### config.mk
export PLATFORM = sky130hd
export DESIGN_NAME = edge_capture_timer
export DESIGN_NICKNAME = d
export VERILOG_FILES = /design/src/rtl/ecap_pkg.sv /design/src/rtl/ecap_timebase.sv /design/src/rtl/ecap_pin_sync.sv /design/src/rtl/ecap_channel.sv /design/src/rtl/edge_capture_timer.sv
export SDC_FILE = /design/constraint.sdc
export NUM_CORES = 1
export LEC_CHECK = 0
export BUFFER_PORTS_ARGS = -buffer_cell sky130_fd_sc_hd__buf_2
export CAP_MARGIN = 15
export CORE_UTILIZATION = 40
export CTS_CLUSTER_DIAMETER = 30
export DETAILED_ROUTE_END_ITERATION = 6
export MAX_ROUTING_LAYER = met4
export SLEW_MARGIN = 15
export SYNTH_ARGS = -nofsm -noshare
export SYNTH_HDL_FRONTEND = slang
export SYNTH_SLANG_ARGS = --single-unit
### constraint.sdc
create_clock -name clk -period 2 [get_ports clk]
set_clock_uncertainty 0.15 [all_clocks]
set_input_delay 0 -clock clk [delete_from_list [all_inputs] [get_ports clk]]
set_output_delay 0 -clock clk [all_outputs]
set_load 0.01 [all_outputs]
### src/rtl/ecap_pkg.sv
`timescale 1ns/1ps
package ecap_pkg;

    localparam int CNT_W     = 12;
    localparam int STAMP_W   = 8;
    localparam int NUM_PINS  = 2;
    localparam int NUM_EV    = 2 * NUM_PINS;
    localparam int MAX_SHIFT = CNT_W - STAMP_W;

    // Event slots; order is fixed by the status and enable bit layout
    typedef enum logic [1:0] {
        EV_A_RISE = 2'd0,
        EV_A_FALL = 2'd1,
        EV_B_RISE = 2'd2,
        EV_B_FALL = 2'd3
    } ev_e;

    // Register offsets from the block base address
    localparam int OFS_CFG  = 4;
    localparam int OFS_STAT = 5;

    typedef struct packed {
        logic               first_hold;
        logic [2:0]         win_sel;
        logic [NUM_EV-1:0]  irq_en;
    } cfg_t;

    typedef struct packed {
        logic fall;
        logic rise;
    } pin_ev_t;

    function automatic logic [2:0] win_shift(input logic [2:0] code);
        return (code > 3'(MAX_SHIFT)) ? 3'(MAX_SHIFT) : code;
    endfunction

    function automatic logic [STAMP_W-1:0] win_slice(input logic [CNT_W-1:0] cnt,
                                                     input logic [2:0] code);
        logic [CNT_W-1:0] shifted;
        shifted = cnt >> win_shift(code);
        return shifted[STAMP_W-1:0];
    endfunction

endpackage

### src/rtl/ecap_timebase.sv
`timescale 1ns/1ps
module ecap_timebase
    import ecap_pkg::*;
#(
    parameter int TICK_DIV = 6
) (
    input  logic             clk,
    input  logic             rst,
    output logic [CNT_W-1:0] cnt_o
);
    localparam int DIV_W = (TICK_DIV > 1) ? $clog2(TICK_DIV) : 1;
    localparam logic [DIV_W-1:0] DIV_LAST = DIV_W'(TICK_DIV - 1);

    logic [DIV_W-1:0] div_q;
    logic [CNT_W-1:0] cnt_q;
    logic             tick;

    assign tick = (div_q == DIV_LAST);

    always_ff @(posedge clk) begin
        if (rst) begin
            div_q <= '0;
        end else if (tick) begin
            div_q <= '0;
        end else begin
            div_q <= div_q + 1'b1;
        end
    end

    always_ff @(posedge clk) begin
        if (rst) begin
            cnt_q <= '0;
        end else if (tick) begin
            cnt_q <= cnt_q + 1'b1;
        end
    end

    assign cnt_o = cnt_q;


    cnt_wrap_chk: assert property (@(posedge clk) disable iff (rst)
        (tick && cnt_q == '1) |=> (cnt_q == '0));


    cnt_idle_chk: assert property (@(posedge clk) disable iff (rst)
        !tick |=> $stable(cnt_q));

endmodule

### src/rtl/ecap_pin_sync.sv
`timescale 1ns/1ps
module ecap_pin_sync
    import ecap_pkg::*;
(
    input  logic    clk,
    input  logic    rst,
    input  logic    pin_i,
    output pin_ev_t ev_o
);
    logic meta_q;
    logic sync_q;
    logic prev_q;

    always_ff @(posedge clk) begin
        if (rst) begin
            meta_q <= 1'b0;
            sync_q <= 1'b0;
            prev_q <= 1'b0;
        end else begin
            meta_q <= pin_i;
            sync_q <= meta_q;
            prev_q <= sync_q;
        end
    end

    always_comb begin
        ev_o.rise = sync_q & ~prev_q;
        ev_o.fall = ~sync_q & prev_q;
    end


    rise_src_chk: assert property (@(posedge clk) disable iff (rst)
        ev_o.rise |-> $past(pin_i, 2));


    fall_src_chk: assert property (@(posedge clk) disable iff (rst)
        ev_o.fall |-> !$past(pin_i, 2));

endmodule

### src/rtl/ecap_channel.sv
`timescale 1ns/1ps
module ecap_channel
    import ecap_pkg::*;
(
    input  logic               clk,
    input  logic               rst,
    input  logic               ev_i,
    input  logic               hold_i,
    input  logic               rd_clr_i,
    input  logic [STAMP_W-1:0] stamp_i,
    output logic [STAMP_W-1:0] data_o,
    output logic               flag_o
);
    logic [STAMP_W-1:0] data_q;
    logic               flag_q;
    logic               blocked;
    logic               load;

    // hold mode locks the slot while an unread capture is present
    assign blocked = hold_i & flag_q & ~rd_clr_i;
    assign load    = ev_i & ~blocked;

    always_ff @(posedge clk) begin
        if (rst) begin
            data_q <= '0;
        end else if (load) begin
            data_q <= stamp_i;
        end
    end

    always_ff @(posedge clk) begin
        if (rst) begin
            flag_q <= 1'b0;
        end else if (ev_i) begin
            flag_q <= 1'b1;
        end else if (rd_clr_i) begin
            flag_q <= 1'b0;
        end
    end

    assign data_o = data_q;
    assign flag_o = flag_q;


    flag_src_chk: assert property (@(posedge clk) disable iff (rst)
        $rose(flag_q) |-> $past(ev_i));


    rd_clear_chk: assert property (@(posedge clk) disable iff (rst)
        (rd_clr_i && !ev_i) |=> !flag_q);


    hold_keep_chk: assert property (@(posedge clk) disable iff (rst)
        (hold_i && flag_q && !rd_clr_i) |=> $stable(data_q));


    collide_chk: assert property (@(posedge clk) disable iff (rst)
        (rd_clr_i && ev_i) |=> flag_q);

endmodule

### src/rtl/edge_capture_timer.sv
`timescale 1ns/1ps
module edge_capture_timer
    import ecap_pkg::*;
#(
    parameter int TICK_DIV  = 6,
    parameter int ADDR_W    = 8,
    parameter int BASE_ADDR = 'h40
) (
    input  logic               clk,
    input  logic               rst,
    input  logic [ADDR_W-1:0]  bus_addr,
    input  logic [STAMP_W-1:0] bus_wdata,
    input  logic               bus_wr,
    input  logic               bus_rd,
    output logic [STAMP_W-1:0] bus_rdata,
    input  logic               cap_pin_a,
    input  logic               cap_pin_b,
    input  logic               cap_irq_master_en,
    output logic               irq_a,
    output logic               irq_b
);
    localparam logic [ADDR_W-1:0] CFG_ADDR  = ADDR_W'(BASE_ADDR + OFS_CFG);
    localparam logic [ADDR_W-1:0] STAT_ADDR = ADDR_W'(BASE_ADDR + OFS_STAT);
    localparam int STAT_PAD = STAMP_W - NUM_EV;

    logic [CNT_W-1:0]   cnt;
    logic [STAMP_W-1:0] stamp;
    cfg_t               cfg_q;
    logic [NUM_PINS-1:0] pins;
    pin_ev_t            pin_ev [NUM_PINS];
    logic [NUM_EV-1:0]  ev;
    logic [NUM_EV-1:0]  rd_clr;
    logic [NUM_EV-1:0]  flags;
    logic [STAMP_W-1:0] chan_data [NUM_EV];
    logic [NUM_EV-1:0]  pend;

    ecap_timebase #(.TICK_DIV(TICK_DIV)) u_timebase (
        .clk   (clk),
        .rst   (rst),
        .cnt_o (cnt)
    );

    assign stamp = win_slice(cnt, cfg_q.win_sel);
    assign pins  = {cap_pin_b, cap_pin_a};

    always_ff @(posedge clk) begin
        if (rst) begin
            cfg_q <= '0;
        end else if (bus_wr && bus_addr == CFG_ADDR) begin
            cfg_q <= cfg_t'(bus_wdata);
        end
    end

    for (genvar p = 0; p < NUM_PINS; p++) begin : g_pin
        ecap_pin_sync u_sync (
            .clk   (clk),
            .rst   (rst),
            .pin_i (pins[p]),
            .ev_o  (pin_ev[p])
        );
        assign ev[2*p]     = pin_ev[p].rise;
        assign ev[2*p + 1] = pin_ev[p].fall;
    end

    for (genvar e = 0; e < NUM_EV; e++) begin : g_chan
        assign rd_clr[e] = bus_rd && (bus_addr == ADDR_W'(BASE_ADDR + e));
        ecap_channel u_chan (
            .clk      (clk),
            .rst      (rst),
            .ev_i     (ev[e]),
            .hold_i   (cfg_q.first_hold),
            .rd_clr_i (rd_clr[e]),
            .stamp_i  (stamp),
            .data_o   (chan_data[e]),
            .flag_o   (flags[e])
        );
    end

    always_comb begin
        bus_rdata = '0;
        for (int i = 0; i < NUM_EV; i++) begin
            if (bus_addr == ADDR_W'(BASE_ADDR + i)) begin
                bus_rdata = chan_data[i];
            end
        end
        if (bus_addr == CFG_ADDR) begin
            bus_rdata = cfg_q;
        end
        if (bus_addr == STAT_ADDR) begin
            bus_rdata = {{STAT_PAD{1'b0}}, flags};
        end
    end

    assign pend  = flags & cfg_q.irq_en;
    assign irq_a = cap_irq_master_en & (pend[EV_A_RISE] | pend[EV_A_FALL]);
    assign irq_b = cap_irq_master_en & (pend[EV_B_RISE] | pend[EV_B_FALL]);

endmodule

==> results of run 1 <==
-- power by group through the flow --
stage | logic [W] | clock network (W) | registers, W
global route | 0.000241 | 0.00149 | 0.00136
detailed placement | 0.000194 | 0 | 0.00139
CTS | 0.000213 | 0.00143 | 0.00136
finish | 0.000217 | 0.00140 | 0.00136
global placement | 0.000190 | 0 | 0.00139
floorplan | 0.000131 | 0 | 0.00138
-- worst register-to-register path: stages, from the launching register on --
cell,delay (ns)
dfxtp_1,0.30
buf_4,0.18
mux2i_1,0.15
a222oi_1,0.47
buf_4,0.23
a21oi_1,0.05
a311oi_2,0.25
-- cells in the mapped netlist --
library cell,n
nand2b_1,4
or2_2,1
o31ai_1,2
o2bb2ai_1,4
nor3_1,6
nor4bb_1,2
nor2b_1,9
a311oi_1,32
and4b_1,1
mux2i_1,21
nor3b_2,1
clkbuf_1,12
xnor2_1,7
a22oi_1,2
and4_1,1
xor2_1,2
a21oi_1,39
dfxtp_1,65
mux2_1,1
mux4_2,8
nor2_1,23
or3_1,5
buf_2,7
nor4b_1,2
nand4_1,2
buf_6,1
o21ai_0,7
buf_1,4
ha_1,3
a21o_1,4
nand2_1,8
nor4b_4,1
nor4_1,1
buf_4,1
and2_1,1
a222oi_1,8
inv_1,48
nand3_1,11
-- area by class of cell --
type,instances,share of cell area (%)
multi-input combinational,219,40.79
sequential,65,32.18
timing repair buffer,75,13.21
inverter,48,4.443
clock buffer,10,3.394
tap,102,3.147
clock inverter,6,2.839
-- per-stage QoR --
step / setup WS, ns / utilization (%) / cell area (sq um) / power, W
2_1_floorplan: 0.2670 / - / 3237 / 0.001511
3_3_place_gp: 0.1336 / 46.49 / 3611 / 0.001577
3_5_place_dp: 0.1015 / 46.49 / 3611 / 0.001582
4_1_cts: 0.04386 / 51.80 / 4024 / 0.002999
5_1_grt: 0.03434 / 52.21 / 4055 / 0.003095
6_report: 0.1079 / 52.21 / 4055 / 0.002973
-- repair_timing --
action,4_1_cts,5_1_grt
gates resized for setup,0,4
endpoints found under the hold margin,24,0
setup buffers,0,2
endpoints found under the setup margin,0,14
hold buffers,16,0
-- logic make-up (layout without fill, tap and decap cells) --
kind of cell / after synthesis / after routing
DFF: 65 / 65
muxes: 30 / 30
buffers and inverters: 73 / 139
xor gates and xnor gates: 9 / 9
and+or+nand+nor: 79 / 79
AOI/OAI and AO/OA: 98 / 98
adders and majority gates: 3 / 3
-- worst max path at each step --
| stage | startpoint | end |
|---|---|---|
| after floorplan | u_timebase.cnt_o[4] | u_timebase.cnt_o[11] |
| after global placement | cfg_q[6] | g_chan[2].u_chan.data_o[5] |
| after detailed placement | cfg_q[6] | g_chan[3].u_chan.data_o[6] |
| after CTS | cfg_q[6] | g_chan[3].u_chan.data_o[6] |
| after global routing | cfg_q[5] | g_chan[2].u_chan.data_o[5] |
| final | bus_addr[2] | g_chan[0].u_chan.flag_o |
-- state kept, by name (all words and copies together) (netlist names) --
register              cells
cfg_q                     8
g_pin.u_sync.meta_q       2
g_chan.u_chan.data_o     32
u_timebase.cnt_o         12
u_timebase.div_q          3
g_pin.u_sync.prev_q       2
g_pin.u_sync.sync_q       2
g_chan.u_chan.flag_o      4
-- per-layer routing --
layer,up-vias,routed length (um)
met5,-,0
li1,1419,-
met1,1335,3709
met4,0,136
met3,13,377
met2,67,3965
==> flow_metrics.py, run 1 <==
metrics = {
    "die": {
        "die_w_um": 91.96,
        "rows": 32,
        "dieArea_sq_mm": 0.008456,
        "dieHeight_um": 91.96,
        "start_util_pct": 41.67,
        "ioPinCount": 33,
        "core_area_sq_mm": 0.007767,
    },
    "critical_path": {
        "path_buf_inv": 3,
        "slowest_stage": "dlygate4sd3_1",
        "critical-path-top-delay-family": "buffers and inverters",
        "critPathKind": "in -> reg",
        "regToRegEndpoint": "g_chan[1].u_chan.data_o[5]",
        "reg2reg_depth": 6,
        "cp_max_fo": 3,
        "cpMostUsedCell": "dlygate4sd3_1",
        "cp-start-kind": "input port",
        "reg2reg_from": "cfg_q[5]",
        "crit_cells": 7,
        "critPathArrivalTime_ns": 1.97,
        "worstPathCellList": "buf_2 > dlygate4sd3_1 > nor4b_4 > dlygate4sd3_1 > nand2_1 > o31ai_1 > a21oi_1",
        "cp_data_required_time_ns": 2.08,
        "r2r_slack_ns": 0.12,
        "critical_path.max_stage_delay_ns": 0.60,
        "end_kind": "flop",
    },
    "clock_tree": {
        "worstSkewPairLatency_ns": 0.35,
        "clkTransAtPathRegs_ns": 0.07,
        "clock-root-buffer": "clkbuf_8",
        "htreeDepth": 3,
        "cts_tree": "done",
        "cts_buffers": 9,
        "clock_sink_count": 65,
        "clock_path_buffers": 2,
    },
    "layout": {
        "final_common_cell": "dfxtp_1",
        "multi_input_area_sq_mm": 0.001654,
        "final_cell_mix": "dfxtp_1, inv_1, a21oi_1, buf_2, a311oi_1",
        "fin_cells": 525,
        "drive_above_1_share_pct": 21.04,
        "seq_area_sq_mm": 0.001305,
        "final_nets": 444,
        "diodes": 0,
        "syn2layout_area_growth_pct": 25.28,
        "fillCellCount": 715,
    },
    "global_routing": {
        "grt_max_degree": 51,
        "grt-busiest-layer": "met2",
        "grt_use_total_pct": 21.20,
        "met1_usage_pct": 27.01,
        "grt_pass1_wl_um": 13440,
        "use_met2_pct": 32.03,
        "met3_usage_pct": 3.814,
        "antenna_found_initial": 0,
        "gr-total-overflow": 0,
        "grt_pass1_vias": 2703,
    },
    "synthesis": {
        "synth.top_cells.by_area": "dfxtp_1, a311oi_1, mux2i_1",
        "synthMuxAreaShare_pct": 12.41,
        "yosysWarnings": 0,
        "synth_simple_gate_area_share_pct": 13.53,
        "synthXorXnorAreaFrac_pct": 2.435,
        "synthCells": 357,
        "syn_area_sq_mm": 0.003237,
        "synth_compound_area_share_pct": 21.18,
        "synth_fa_ha_area_share_pct": 1.160,
        "synth_top_family_by_area": "compound AO/OA/AOI/OAI gates",
        "avgSynthCellArea_sq_um": 9.067,
        "synth_area_leader_cell": "dfxtp_1",
        "synth-seq-cells": 65,
        "synth_top_area_share_pct": 40.20,
        "synth_cell_types": 38,
        "seq_area_frac_synth_pct": 40.20,
        "synthesis.nets": 383,
    },
    "placement": {
        "dp_hpwl_um": 5396,
        "port_buffers": 32,
        "dp_cells": 491,
        "gp_congestion": 0.8031,
    },
    "timing": {
        "rsz0062_at_grt": "false",
        "slew_headroom_pct": 63.24,
        "period_needed_ns": 1.892,
        "fin_tns_setup_ns": 0,
        "tightest_slew_ns": 0.5515,
        "finalCritPeriodShare_pct": 94.60,
        "fin_hold_ws_ns": 0.09919,
        "setup_viol": 0,
        "hold_viol": 0,
        "maxSlewViolCount": 0,
        "timing.fmax_mhz": 528.5,
    },
    "power": {
        "power_frac_seq_pct": 45.6,
        "switchingPower_w": 0.0006672,
        "p_leak_nw": 1.513,
        "swShare_pct": 22.44,
        "ir_worst_vdd_mv": 0.4492,
        "p_int_w": 0.002306,
        "power_frac_comb_pct": 7.3,
        "power_frac_clock_pct": 47.1,
        "powerDensity_mw_per_mm2": 733.1,
    },
    "routing": {
        "first_pass_iters": 5,
        "remaining_drc_errors": 0,
        "dr_total_vias": 2834,
        "antenna_left": 0,
        "wl_um": 8189,
        "viasPerCell": 5.398,
        "wl_per_cell_um": 15.60,
        "drt_iter0_markers": 255,
    },
    "min_path": {
        "holdPathStages": 3,
        "hold_path_class": "in -> reg",
        "min_to": "g_chan[2].u_chan.flag_o",
        "hp-start": "bus_addr[0]",
    },
    "job": {
        "drv_cap": 0,
    },
    "status": {
        "outcome": "finished clean",
    },
}
No activity file was read; power rests on OpenSTA's default activity.
==> inputs of run 2 (changes only) <==
--- a/config.mk
+++ b/config.mk
@@ -11,6 +11,7 @@
 export CTS_CLUSTER_DIAMETER = 30
 export DETAILED_ROUTE_END_ITERATION = 6
 export MAX_ROUTING_LAYER = met4
+export PLACE_DENSITY = 0.55
 export SLEW_MARGIN = 15
 export SYNTH_ARGS = -nofsm -noshare
 export SYNTH_HDL_FRONTEND = slang
==> flow_metrics.py, run 2 (synthesis results as in run 1) <==
metrics = {
    "global_routing": {
        "grt_use_total_pct": 21.16,
        "antenna_found_initial": 0,
        "gr-total-overflow": 0,
        "grt_max_degree": 48,
        "grt_pass1_vias": 2671,
        "grt_pass1_wl_um": 13370,
    },
    "timing": {
        "rsz0062_at_grt": "false",
        "hold_viol": 0,
        "maxSlewViolCount": 0,
        "slew_headroom_pct": 64.12,
        "period_needed_ns": 1.882,
        "finalCritPeriodShare_pct": 94.10,
        "tightest_slew_ns": 0.5382,
        "timing.fmax_mhz": 531.3,
        "setup_viol": 0,
        "fin_tns_setup_ns": 0,
    },
    "layout": {
        "final_cell_mix": "dfxtp_1, inv_1, a21oi_1, a311oi_1, buf_2",
        "syn2layout_area_growth_pct": 22.84,
        "final_common_cell": "dfxtp_1",
        "multi_input_area_sq_mm": 0.001644,
        "fillCellCount": 739,
        "seq_area_sq_mm": 0.001303,
        "fin_cells": 520,
        "diodes": 0,
        "final_nets": 439,
        "largest_reg_flops": 32,
        "drive_above_1_share_pct": 20.33,
    },
    "power": {
        "powerDensity_mw_per_mm2": 718.1,
        "switchingPower_w": 0.0006496,
        "swShare_pct": 22.75,
        "power_frac_seq_pct": 47.6,
        "p_int_w": 0.002206,
        "p_leak_nw": 1.471,
        "power_frac_comb_pct": 7.5,
        "ir_worst_vdd_mv": 0.3325,
        "power_frac_clock_pct": 45.0,
    },
    "routing": {
        "drt_iter0_markers": 227,
        "wl_per_cell_um": 15.50,
        "remaining_drc_errors": 0,
        "wl_um": 8060,
        "antenna_left": 0,
        "viasPerCell": 5.454,
        "dr_total_vias": 2836,
        "first_pass_iters": 7,
    },
    "die": {
        "start_util_pct": 41.67,
        "dieArea_sq_mm": 0.008456,
        "dieHeight_um": 91.96,
        "ioPinCount": 33,
        "core_area_sq_mm": 0.007767,
        "die_w_um": 91.96,
        "rows": 32,
    },
    "clock_tree": {
        "htreeDepth": 3,
        "clock_sink_count": 65,
        "cts_buffers": 9,
        "clock-root-buffer": "clkbuf_8",
        "cts_tree": "done",
        "worstSkewPairLatency_ns": 0.34,
        "clock_path_buffers": 2,
        "clkTransAtPathRegs_ns": 0.07,
    },
    "critical_path": {
        "end_kind": "output port",
        "crit_start": "bus_addr[2]",
        "critPathArrivalTime_ns": 1.73,
        "cp_max_fo": 5,
        "reg2reg_from": "u_timebase.div_q[0]",
        "cp-start-kind": "input port",
        "cp_data_required_time_ns": 1.85,
        "critPathKind": "in -> out",
    },
    "job": {
        "drv_cap": 0,
    },
    "min_path": {
        "hold_path_class": "in -> reg",
        "hp-start": "bus_addr[0]",
    },
    "placement": {
        "gp_congestion": 0.8438,
        "port_buffers": 32,
        "dp_cells": 489,
        "dp_hpwl_um": 5442,
    },
    "status": {
        "outcome": "finished clean",
    },
}
## run 2: through the flow
step	worst slack (ns)	power, W	area, sq um	util [%]	hold slack (ns)
CTS	0.04310	0.002882	3966	51.06	0.02534
finish	0.1180	0.002855	3976	51.19	0.09445
global route	0.002994	0.002963	3976	51.19	0.1844
global placement	0.07834	0.001577	3596	46.30	0.06471
floorplan	0.2670	0.001511	3237	-	-0.02182
detailed placement	0.02947	0.001581	3596	46.30	0.06932
## run 2: timing repair
| action | CTS | global route |
|---|---|---|
| setup buffers | 0 | 1 |
| hold buffers | 14 | 0 |
| pin swaps | 0 | 1 |
| gates resized for setup | 1 | 1 |
| setup endpoints to repair | 1 | 6 |
| hold endpoints to repair | 29 | 0 |
## run 2: metal layers
layer	up-vias	track usage, %	routed length [um]
met5	-	-	0
met4	0	9.635	179
met3	13	3.317	450
met2	97	32.21	3761
met1	1311	27.64	3669
li1	1415	-	-
## run 2: critical path, cell delays in order
cell and delay, ns:
dlygate4sd3_1 0.53, buf_2 0.14, nor4b_1 0.32, nand2_1 0.21, nor2_2 0.21, o2bb2ai_1 0.16
buf_2 0.16
## run 2: final timing paths
path                                                end  slack, ns  cells after the start
worst min-delay path            g_chan[2].u_chan.flag_o       0.09                      3
worst max-delay path                       bus_rdata[6]       0.12                      7
worst min register to register   g_pin[1].u_sync.sync_q       0.30                      1
worst max register to register     u_timebase.cnt_o[11]       0.12                      5
## run 2: final cells by class
type / count / share of cell area, %
clock inverters: 5 / 1.951
repair buffers: 70 / 12.40
clock buffers: 11 / 3.807
inverters: 48 / 4.531
multi-input cells: 219 / 41.35
well taps: 102 / 3.210
flip-flops and latches: 65 / 32.76
## run 2: power groups by stage
stage	sequential, W	combinational (W)	clock, W
floorplan	0.00138	0.000131	0
global placement	0.00139	0.000190	0
detailed placement	0.00139	0.000194	0
CTS	0.00136	0.000214	0.00131
global route	0.00136	0.000237	0.00136
finish	0.00136	0.000214	0.00128
